==> src/rtl/uart_irq_id_pkg.sv <==
package uart_irq_id_pkg;

  localparam int SRC_EN_W = 6;
  localparam int NUM_SRC  = 7;
  localparam int ID_W     = 6;
  localparam int ISR_W    = 8;

  // enable bit positions in src_en_i
  localparam int EN_RX   = 0;
  localparam int EN_THR  = 1;
  localparam int EN_LSR  = 2;
  localparam int EN_MSR  = 3;
  localparam int EN_XOFF = 4;
  localparam int EN_FLOW = 5;

  // request index = priority rank, 0 is highest
  localparam int P_LSR   = 0;
  localparam int P_RXTO  = 1;
  localparam int P_RXRDY = 2;
  localparam int P_THR   = 3;
  localparam int P_MSR   = 4;
  localparam int P_XOFF  = 5;
  localparam int P_FLOW  = 6;

  localparam logic [ID_W-1:0] ID_NONE  = 6'h01;
  localparam logic [ID_W-1:0] ID_LSR   = 6'h06;
  localparam logic [ID_W-1:0] ID_RXTO  = 6'h0C;
  localparam logic [ID_W-1:0] ID_RXRDY = 6'h04;
  localparam logic [ID_W-1:0] ID_THR   = 6'h02;
  localparam logic [ID_W-1:0] ID_MSR   = 6'h00;
  localparam logic [ID_W-1:0] ID_XOFF  = 6'h10;
  localparam logic [ID_W-1:0] ID_FLOW  = 6'h20;

  typedef enum logic [2:0] {
    SRC_NONE, SRC_LSR, SRC_RXTO, SRC_RXRDY, SRC_THR, SRC_MSR, SRC_XOFF, SRC_FLOW
  } irq_src_e;

  typedef struct packed {
    logic lsr;
    logic rxto;
    logic rxrdy;
    logic thr;
    logic msr;
    logic xoff;
    logic flow;
  } irq_flags_t;

  function automatic logic [ID_W-1:0] src_code(irq_src_e s);
    case (s)
      SRC_LSR:   return ID_LSR;
      SRC_RXTO:  return ID_RXTO;
      SRC_RXRDY: return ID_RXRDY;
      SRC_THR:   return ID_THR;
      SRC_MSR:   return ID_MSR;
      SRC_XOFF:  return ID_XOFF;
      SRC_FLOW:  return ID_FLOW;
      default:   return ID_NONE;
    endcase
  endfunction

endpackage

==> src/rtl/uart_irq_src_regs.sv <==
module uart_irq_src_regs
  import uart_irq_id_pkg::*;
#(
  parameter int EN_W = SRC_EN_W
) (
  input  logic            clk,
  input  logic            rst_n,
  input  logic            lsr_err_i,
  input  logic            rx_rdy_i,
  input  logic            rx_tmo_i,
  input  logic            thr_set_i,
  input  logic            thr_wr_i,
  input  logic            msr_chg_i,
  input  logic            xoff_det_i,
  input  logic            xon_det_i,
  input  logic            flow_chg_i,
  input  logic            rd_thr_clr_i,
  input  logic            rd_flow_clr_i,
  input  logic [EN_W-1:0] src_en_i,
  input  logic            enh_en_i,
  input  logic            fifo_en_i,
  output irq_flags_t      flags_q,
  output logic [EN_W-1:0] en_q,
  output logic            enh_q,
  output logic            fifo_q
);

  irq_flags_t flags_d;

  always_comb begin
    flags_d       = flags_q;
    flags_d.lsr   = lsr_err_i;
    flags_d.rxto  = rx_tmo_i;
    flags_d.rxrdy = rx_rdy_i;
    flags_d.msr   = msr_chg_i;
    flags_d.thr   = thr_set_i  | (flags_q.thr  & ~(thr_wr_i | rd_thr_clr_i));
    flags_d.xoff  = xoff_det_i | (flags_q.xoff & ~xon_det_i);
    flags_d.flow  = flow_chg_i | (flags_q.flow & ~rd_flow_clr_i);
  end

  always_ff @(posedge clk or negedge rst_n) begin
    if (!rst_n) begin
      flags_q <= '0;
      en_q    <= '0;
      enh_q   <= 1'b0;
      fifo_q  <= 1'b0;
    end else begin
      flags_q <= flags_d;
      en_q    <= src_en_i;
      enh_q   <= enh_en_i;
      fifo_q  <= fifo_en_i;
    end
  end

  AST_XOFF_HOLD: assert property (@(posedge clk) disable iff (!rst_n)
    (flags_q.xoff && !xon_det_i) |=> flags_q.xoff);
  AST_XON_CLEAR: assert property (@(posedge clk) disable iff (!rst_n)
    (xon_det_i && !xoff_det_i) |=> !flags_q.xoff);
  AST_THR_WRITE_CLR: assert property (@(posedge clk) disable iff (!rst_n)
    (thr_wr_i && !thr_set_i) |=> !flags_q.thr);
  AST_FLOW_HOLD: assert property (@(posedge clk) disable iff (!rst_n)
    (flags_q.flow && !rd_flow_clr_i) |=> flags_q.flow);

endmodule

==> src/rtl/uart_irq_prio.sv <==
module uart_irq_prio
  import uart_irq_id_pkg::*;
#(
  parameter int EN_W = SRC_EN_W,
  parameter int NSRC = NUM_SRC
) (
  input  logic            clk,
  input  logic            rst_n,
  input  irq_flags_t      flags_q,
  input  logic [EN_W-1:0] en_q,
  input  logic            enh_q,
  output irq_src_e        src_o
);

  logic [NSRC-1:0] req;
  logic [NSRC-1:0] grant;

  always_comb begin
    req          = '0;
    req[P_LSR]   = flags_q.lsr   & en_q[EN_LSR];
    req[P_RXTO]  = flags_q.rxto  & en_q[EN_RX];
    req[P_RXRDY] = flags_q.rxrdy & en_q[EN_RX];
    req[P_THR]   = flags_q.thr   & en_q[EN_THR];
    req[P_MSR]   = flags_q.msr   & en_q[EN_MSR];
    req[P_XOFF]  = flags_q.xoff  & en_q[EN_XOFF] & enh_q;
    req[P_FLOW]  = flags_q.flow  & en_q[EN_FLOW] & enh_q;
  end

  generate
    for (genvar i = 0; i < NSRC; i++) begin : g_grant
      if (i == 0) begin : g_top
        assign grant[i] = req[i];
      end else begin : g_rest
        assign grant[i] = req[i] & ~(|req[i-1:0]);
      end
    end
  endgenerate

  always_comb begin
    src_o = SRC_NONE;
    for (int i = 0; i < NSRC; i++) begin
      if (grant[i]) src_o = irq_src_e'(i + 1);
    end
  end

  AST_GRANT_ONEHOT: assert property (@(posedge clk) disable iff (!rst_n)
    $onehot0(grant));
  AST_GRANT_WHEN_REQ: assert property (@(posedge clk) disable iff (!rst_n)
    (|req) |-> (src_o != SRC_NONE));
  AST_ENH_MASK: assert property (@(posedge clk) disable iff (!rst_n)
    !enh_q |-> (src_o != SRC_XOFF && src_o != SRC_FLOW));

endmodule

==> src/rtl/uart_irq_id.sv <==
module uart_irq_id
  import uart_irq_id_pkg::*;
(
  input  logic                clk,
  input  logic                rst_n,
  input  logic                lsr_err_i,
  input  logic                rx_rdy_i,
  input  logic                rx_tmo_i,
  input  logic                thr_empty_set_i,
  input  logic                thr_write_i,
  input  logic                msr_chg_i,
  input  logic                xoff_det_i,
  input  logic                xon_det_i,
  input  logic                flow_chg_i,
  input  logic                isr_rd_i,
  input  logic [SRC_EN_W-1:0] src_en_i,
  input  logic                enh_en_i,
  input  logic                fifo_en_i,
  output logic [ISR_W-1:0]    isr_o,
  output logic                irq_o
);

  irq_flags_t          flags_q;
  logic [SRC_EN_W-1:0] en_q;
  logic                enh_q;
  logic                fifo_q;
  irq_src_e            src;
  logic                rd_thr_clr;
  logic                rd_flow_clr;

  assign rd_thr_clr  = isr_rd_i & (src == SRC_THR);
  assign rd_flow_clr = isr_rd_i & (src == SRC_FLOW);

  uart_irq_src_regs #(.EN_W(SRC_EN_W)) u_regs (
    .clk          (clk),
    .rst_n        (rst_n),
    .lsr_err_i    (lsr_err_i),
    .rx_rdy_i     (rx_rdy_i),
    .rx_tmo_i     (rx_tmo_i),
    .thr_set_i    (thr_empty_set_i),
    .thr_wr_i     (thr_write_i),
    .msr_chg_i    (msr_chg_i),
    .xoff_det_i   (xoff_det_i),
    .xon_det_i    (xon_det_i),
    .flow_chg_i   (flow_chg_i),
    .rd_thr_clr_i (rd_thr_clr),
    .rd_flow_clr_i(rd_flow_clr),
    .src_en_i     (src_en_i),
    .enh_en_i     (enh_en_i),
    .fifo_en_i    (fifo_en_i),
    .flags_q      (flags_q),
    .en_q         (en_q),
    .enh_q        (enh_q),
    .fifo_q       (fifo_q)
  );

  uart_irq_prio #(.EN_W(SRC_EN_W), .NSRC(NUM_SRC)) u_prio (
    .clk    (clk),
    .rst_n  (rst_n),
    .flags_q(flags_q),
    .en_q   (en_q),
    .enh_q  (enh_q),
    .src_o  (src)
  );

  assign isr_o = {{2{fifo_q}}, src_code(src)};
  assign irq_o = (src != SRC_NONE);

  // marks that one clock edge has passed since reset, for $past checks
  logic past_ok;
  always_ff @(posedge clk or negedge rst_n) begin
    if (!rst_n) past_ok <= 1'b0;
    else        past_ok <= 1'b1;
  end

  AST_IRQ_BIT0: assert property (@(posedge clk) disable iff (!rst_n)
    irq_o != isr_o[0]);
  AST_FIFO_BITS: assert property (@(posedge clk) disable iff (!rst_n)
    past_ok |-> isr_o[7:6] == {2{$past(fifo_en_i)}});
  AST_LSR_WINS: assert property (@(posedge clk) disable iff (!rst_n)
    (past_ok && $past(lsr_err_i && src_en_i[EN_LSR])) |-> isr_o[5:0] == ID_LSR);
  AST_THR_READ_CLR: assert property (@(posedge clk) disable iff (!rst_n)
    (isr_rd_i && isr_o[5:0] == ID_THR && !thr_empty_set_i) |=> isr_o[5:0] != ID_THR);

endmodule

==> config.mk <==
export PLATFORM = sky130hd
export DESIGN_NAME = uart_irq_id
export DESIGN_NICKNAME = d
export VERILOG_FILES = /design/src/rtl/uart_irq_id_pkg.sv /design/src/rtl/uart_irq_src_regs.sv /design/src/rtl/uart_irq_prio.sv /design/src/rtl/uart_irq_id.sv
export SDC_FILE = /design/constraint.sdc
export NUM_CORES = 1
export LEC_CHECK = 0
export BUFFER_PORTS_ARGS = -buffer_cell sky130_fd_sc_hd__buf_2
export CELL_PAD_IN_SITES_DETAIL_PLACEMENT = 1
export CELL_PAD_IN_SITES_GLOBAL_PLACEMENT = 1
export CORE_MARGIN = 2
export CORE_UTILIZATION = 28
export DETAILED_ROUTE_END_ITERATION = 8
export PLACE_DENSITY_LB_ADDON = 0.15
export SYNTH_ARGS = -nofsm -noshare
export SYNTH_HDL_FRONTEND = slang
export SYNTH_SLANG_ARGS = --single-unit
==> constraint.sdc <==
create_clock -name clk -period 1.1 [get_ports clk]
set_input_delay 0.22 -clock clk [delete_from_list [all_inputs] [get_ports clk]]
set_output_delay 0.22 -clock clk [all_outputs]
set_load 0.1 [all_outputs]
==> summary.md <==
| Metric | Value |
|---|---|
| Root Driver | `clkbuf_4` |
| Fillcell total | `between 150 and 200` |
| Hold_sp | `src_en_i[1]` |
| CP startpoint kind | `flop` |
| Largest net degree at the start of global routing | `16` |
| # H-tree levels | `1` |
| Reg2Reg Setup Slack | `-310 ps` |
| Synth Area in Simple Gates | `0.1491` |
| Synth Area in Compound Gates | `0.1216` |
| Drt first pass iters | `3` |
| Pre-CTS setup slack | `-330.7 ps` |
| XOR/XNOR Fraction of Synth Area | `0` |
| CTS buffer count | `3` |
| Area of the multi-input gates | `201.4 um2` |
| Mapped Area | `545.5 um2` |
| Crit path largest cell delay | `400 ps` |
| Sequential cell area fraction in the yosys report | `0.6881` |
| Yosys warnings | `0` |
| Worst r2r src | `u_regs.flags_q[5]` |
| CTS Sinks | `15` |
| Failing checks | `negative setup slack` |
| Hold Path Sink | `u_regs.en_q[1]` |
| Final period util | `1.553` |
| ANT cells | `0` |
| Worst slew pin tran | `329.3 ps` |
| Status | `complete, but fails checks` |
| CP required | `a little under 900 ps` |
| Initial antenna violation count | `0` |
| Cell Chain, Critical Path | `a22oi_2 -> nand3_1 -> buf_4 -> a21oi_4 -> buf_12` |
| Post-synth net total | `61` |
| Via/cell ratio | `4.327` |
| Tmin final | `1708 ps` |
| Total Nets Final | `109` |
| Die X | `48.14 um` |
| Routed WL per cell | `~12 um` |
| Netlist cell types | `17` |
| Vias in the first global route | `471` |
| Clock latency on the worst-skew pair | `roughly 270 ps` |
| Clock-pin slew on the worst setup and hold paths | `80 ps` |
| RSZ-0062 raised after global routing | `true` |
| First-pass GRT wire length | `2090 um` |
| Final hold vios | `0` |
| CTS tree | `done` |
| DR DRC count | `0` |
| DRT antenna net count | `0` |
| DIE AREA | `about 2300 um2` |
| Total wire length | `about 1300 um` |
| Synth Instances | `41` |
| Main combinational cell family by area after synthesis | `simple AND/OR/NAND/NOR gates` |
| Fraction of layout cells with a size suffix above 1 | `0.6591` |
| Std-Cell Rows | `15` |
| Maximum clock path buffer count | `2` |
| Hold Path Class | `in -> reg` |
| Max-slew headroom | `0.7805` |
| Total core area | `1783 um2` |
| Iter 0 DRT Violations | `5` |
| Slew Viols, Final | `0` |
| FF+latch area | `375.4 um2` |
| Chip height | `around 48 um` |
| Commonest non-fill, non-tap cell in the layout | `buf_2` |
| I/O pins | `29` |
| Fmax | `between 0.5 and 0.6 GHz` |
| Avg Cell Area, Syn | `about 13 um2` |
| Vias after detailed routing | `489` |
| RR Endpoint | `u_regs.flags_q[0]` |
| Setup ws final | `-608.5 ps` |
| R2r worst-path depth | `6` |
| Max_cap viols | `0` |
| Worst vdd ir | `~0.00087 V` |
| Starting Density | `0.3060` |
| Hold slack final | `around 44 ps` |
| Final Util | `0.5888` |
| Critical path arrival | `1490 ps` |
| Total GRT Usage | `0.1414` |
| Adder-cell share of the synthesized area | `0` |
| I/O Buffers | `28` |
| Gpl congestion | `0.7027` |
| Worst Path Class, Setup | `reg -> out` |
| Mux cell area share after synthesis | `0` |
| P&R area growth vs syn | `92.43%` |
| Most frequent cells in the layout | `buf_2 (19), dfrtp_1 (15), buf_4 (14)` |
| Slowest stage cell on the critical path | `dfrtp_1` |
| LEAKAGE | `0.4933 nW` |
| Critical path peak fanout | `2` |
| #FFs+latches synth | `15` |
| Gr ovfl total | `0` |
| Setup-failing EPs final | `11` |
| Hold path cells | `1` |
| Pwr dens | `1246 nW/um2` |
| Worst Setup End Kind | `output port` |
| Layout Skew | `3.260 ps` |
[sequential cells by signal, summed over array words and instances, names as in the netlist]
| name | cells |
|---|---|
| u_regs.enh_q | 1 |
| u_regs.flags_q | 7 |
| u_regs.fifo_q | 1 |
| u_regs.en_q | 6 |
[synthesized netlist by cell type]
cell | count | area share
buf_4 | 2 | 0.028
a21o_1 | 2 | 0.028
a31o_1 | 1 | 0.016
dfrtp_1 | 15 | 0.69
nand4_2 | 1 | 0.023
nand4_1 | 1 | 0.011
nand2_1 | 5 | 0.034
nand2_2 | 1 | 0.011
o21ai_4 | 1 | 0.030
nand3_1 | 3 | 0.028
nor2_1 | 2 | 0.014
a22oi_2 | 1 | 0.023
o22a_1 | 1 | 0.016
nand4b_1 | 1 | 0.016
and3_1 | 1 | 0.011
a21oi_1 | 1 | 0.0092
inv_1 | 2 | 0.014
[where the power goes]
| part | switching [mW] | total, mW | internal [mW] |
|---|---|---|---|
| clock | 0.160 | 0.300 | 0.140 |
| sequential | 0.0209 | 0.600 | 0.579 |
| combinational | 0.236 | 0.407 | 0.172 |
| total | 0.417 | 1.31 | 0.891 |
[cells by family after synthesis]
kind of cell,Yosys count
simple gates,15
compound gates,7
buf+inv,4
flops,15
[worst max-delay path: cells and delay by family (launching register included)]
kind                   cells  cell delay, ps
AO/OA/AOI/OAI              2             340
buffers and inverters      2             350
flip-flops                 1             400
AND/OR/NAND/NOR            1             130
[what timing repair did]
action,4_1_cts,5_1_grt
setup buffers,3,4
endpoints found under the setup margin,11,11
endpoints found under the hold margin,15,0
gates cloned,0,0
hold buffers,1,0
pin swaps,5,3
gates resized for setup,7,1
[per-layer routing]
layer / part of all wire / vias to the layer above / global-route usage
met1: 0.40 / 235 / 0.1737
met4: 0 / 0 / 0.06486
met5: 0 / - / 0
met2: 0.54 / 20 / 0.2184
li1: - / 234 / -
met3: 0.054 / 0 / 0.05556
[area by class of cell]
cell class,count,area share
inverter,2,0.007151
clock buffer,4,0.02503
timing repair buffer,45,0.3886
multi-input combinational,22,0.1919
sequential,15,0.3576
tap,25,0.02980
[how the worst max path moves through the flow]
stage	start	endpoint	slack [ps]	cells past startpoint
after floorplan	u_regs.flags_q[3]	isr_o[0]	-430	3
after global placement	u_regs.flags_q[3]	irq_o	-300	4
after detailed placement	u_regs.flags_q[3]	isr_o[0]	-330	5
after CTS	u_regs.flags_q[4]	isr_o[0]	-630	5
after global routing	u_regs.flags_q[5]	isr_o[5]	-710	5
final	u_regs.flags_q[3]	isr_o[0]	-610	5
[stage by stage]
stage	total power, mW	setup TNS, ps	std cells	cell area, um2
3_5_place_dp	0.9826	-1772	102	937.1
6_report	1.308	-3853	113	1050
5_1_grt	1.388	-4843	113	1050
3_3_place_gp	0.9750	-1569	102	937.1
2_1_floorplan	0.8176	-1864	41	585.6
4_1_cts	1.321	-4004	110	1027
No activity file was read; power rests on OpenSTA's default activity.
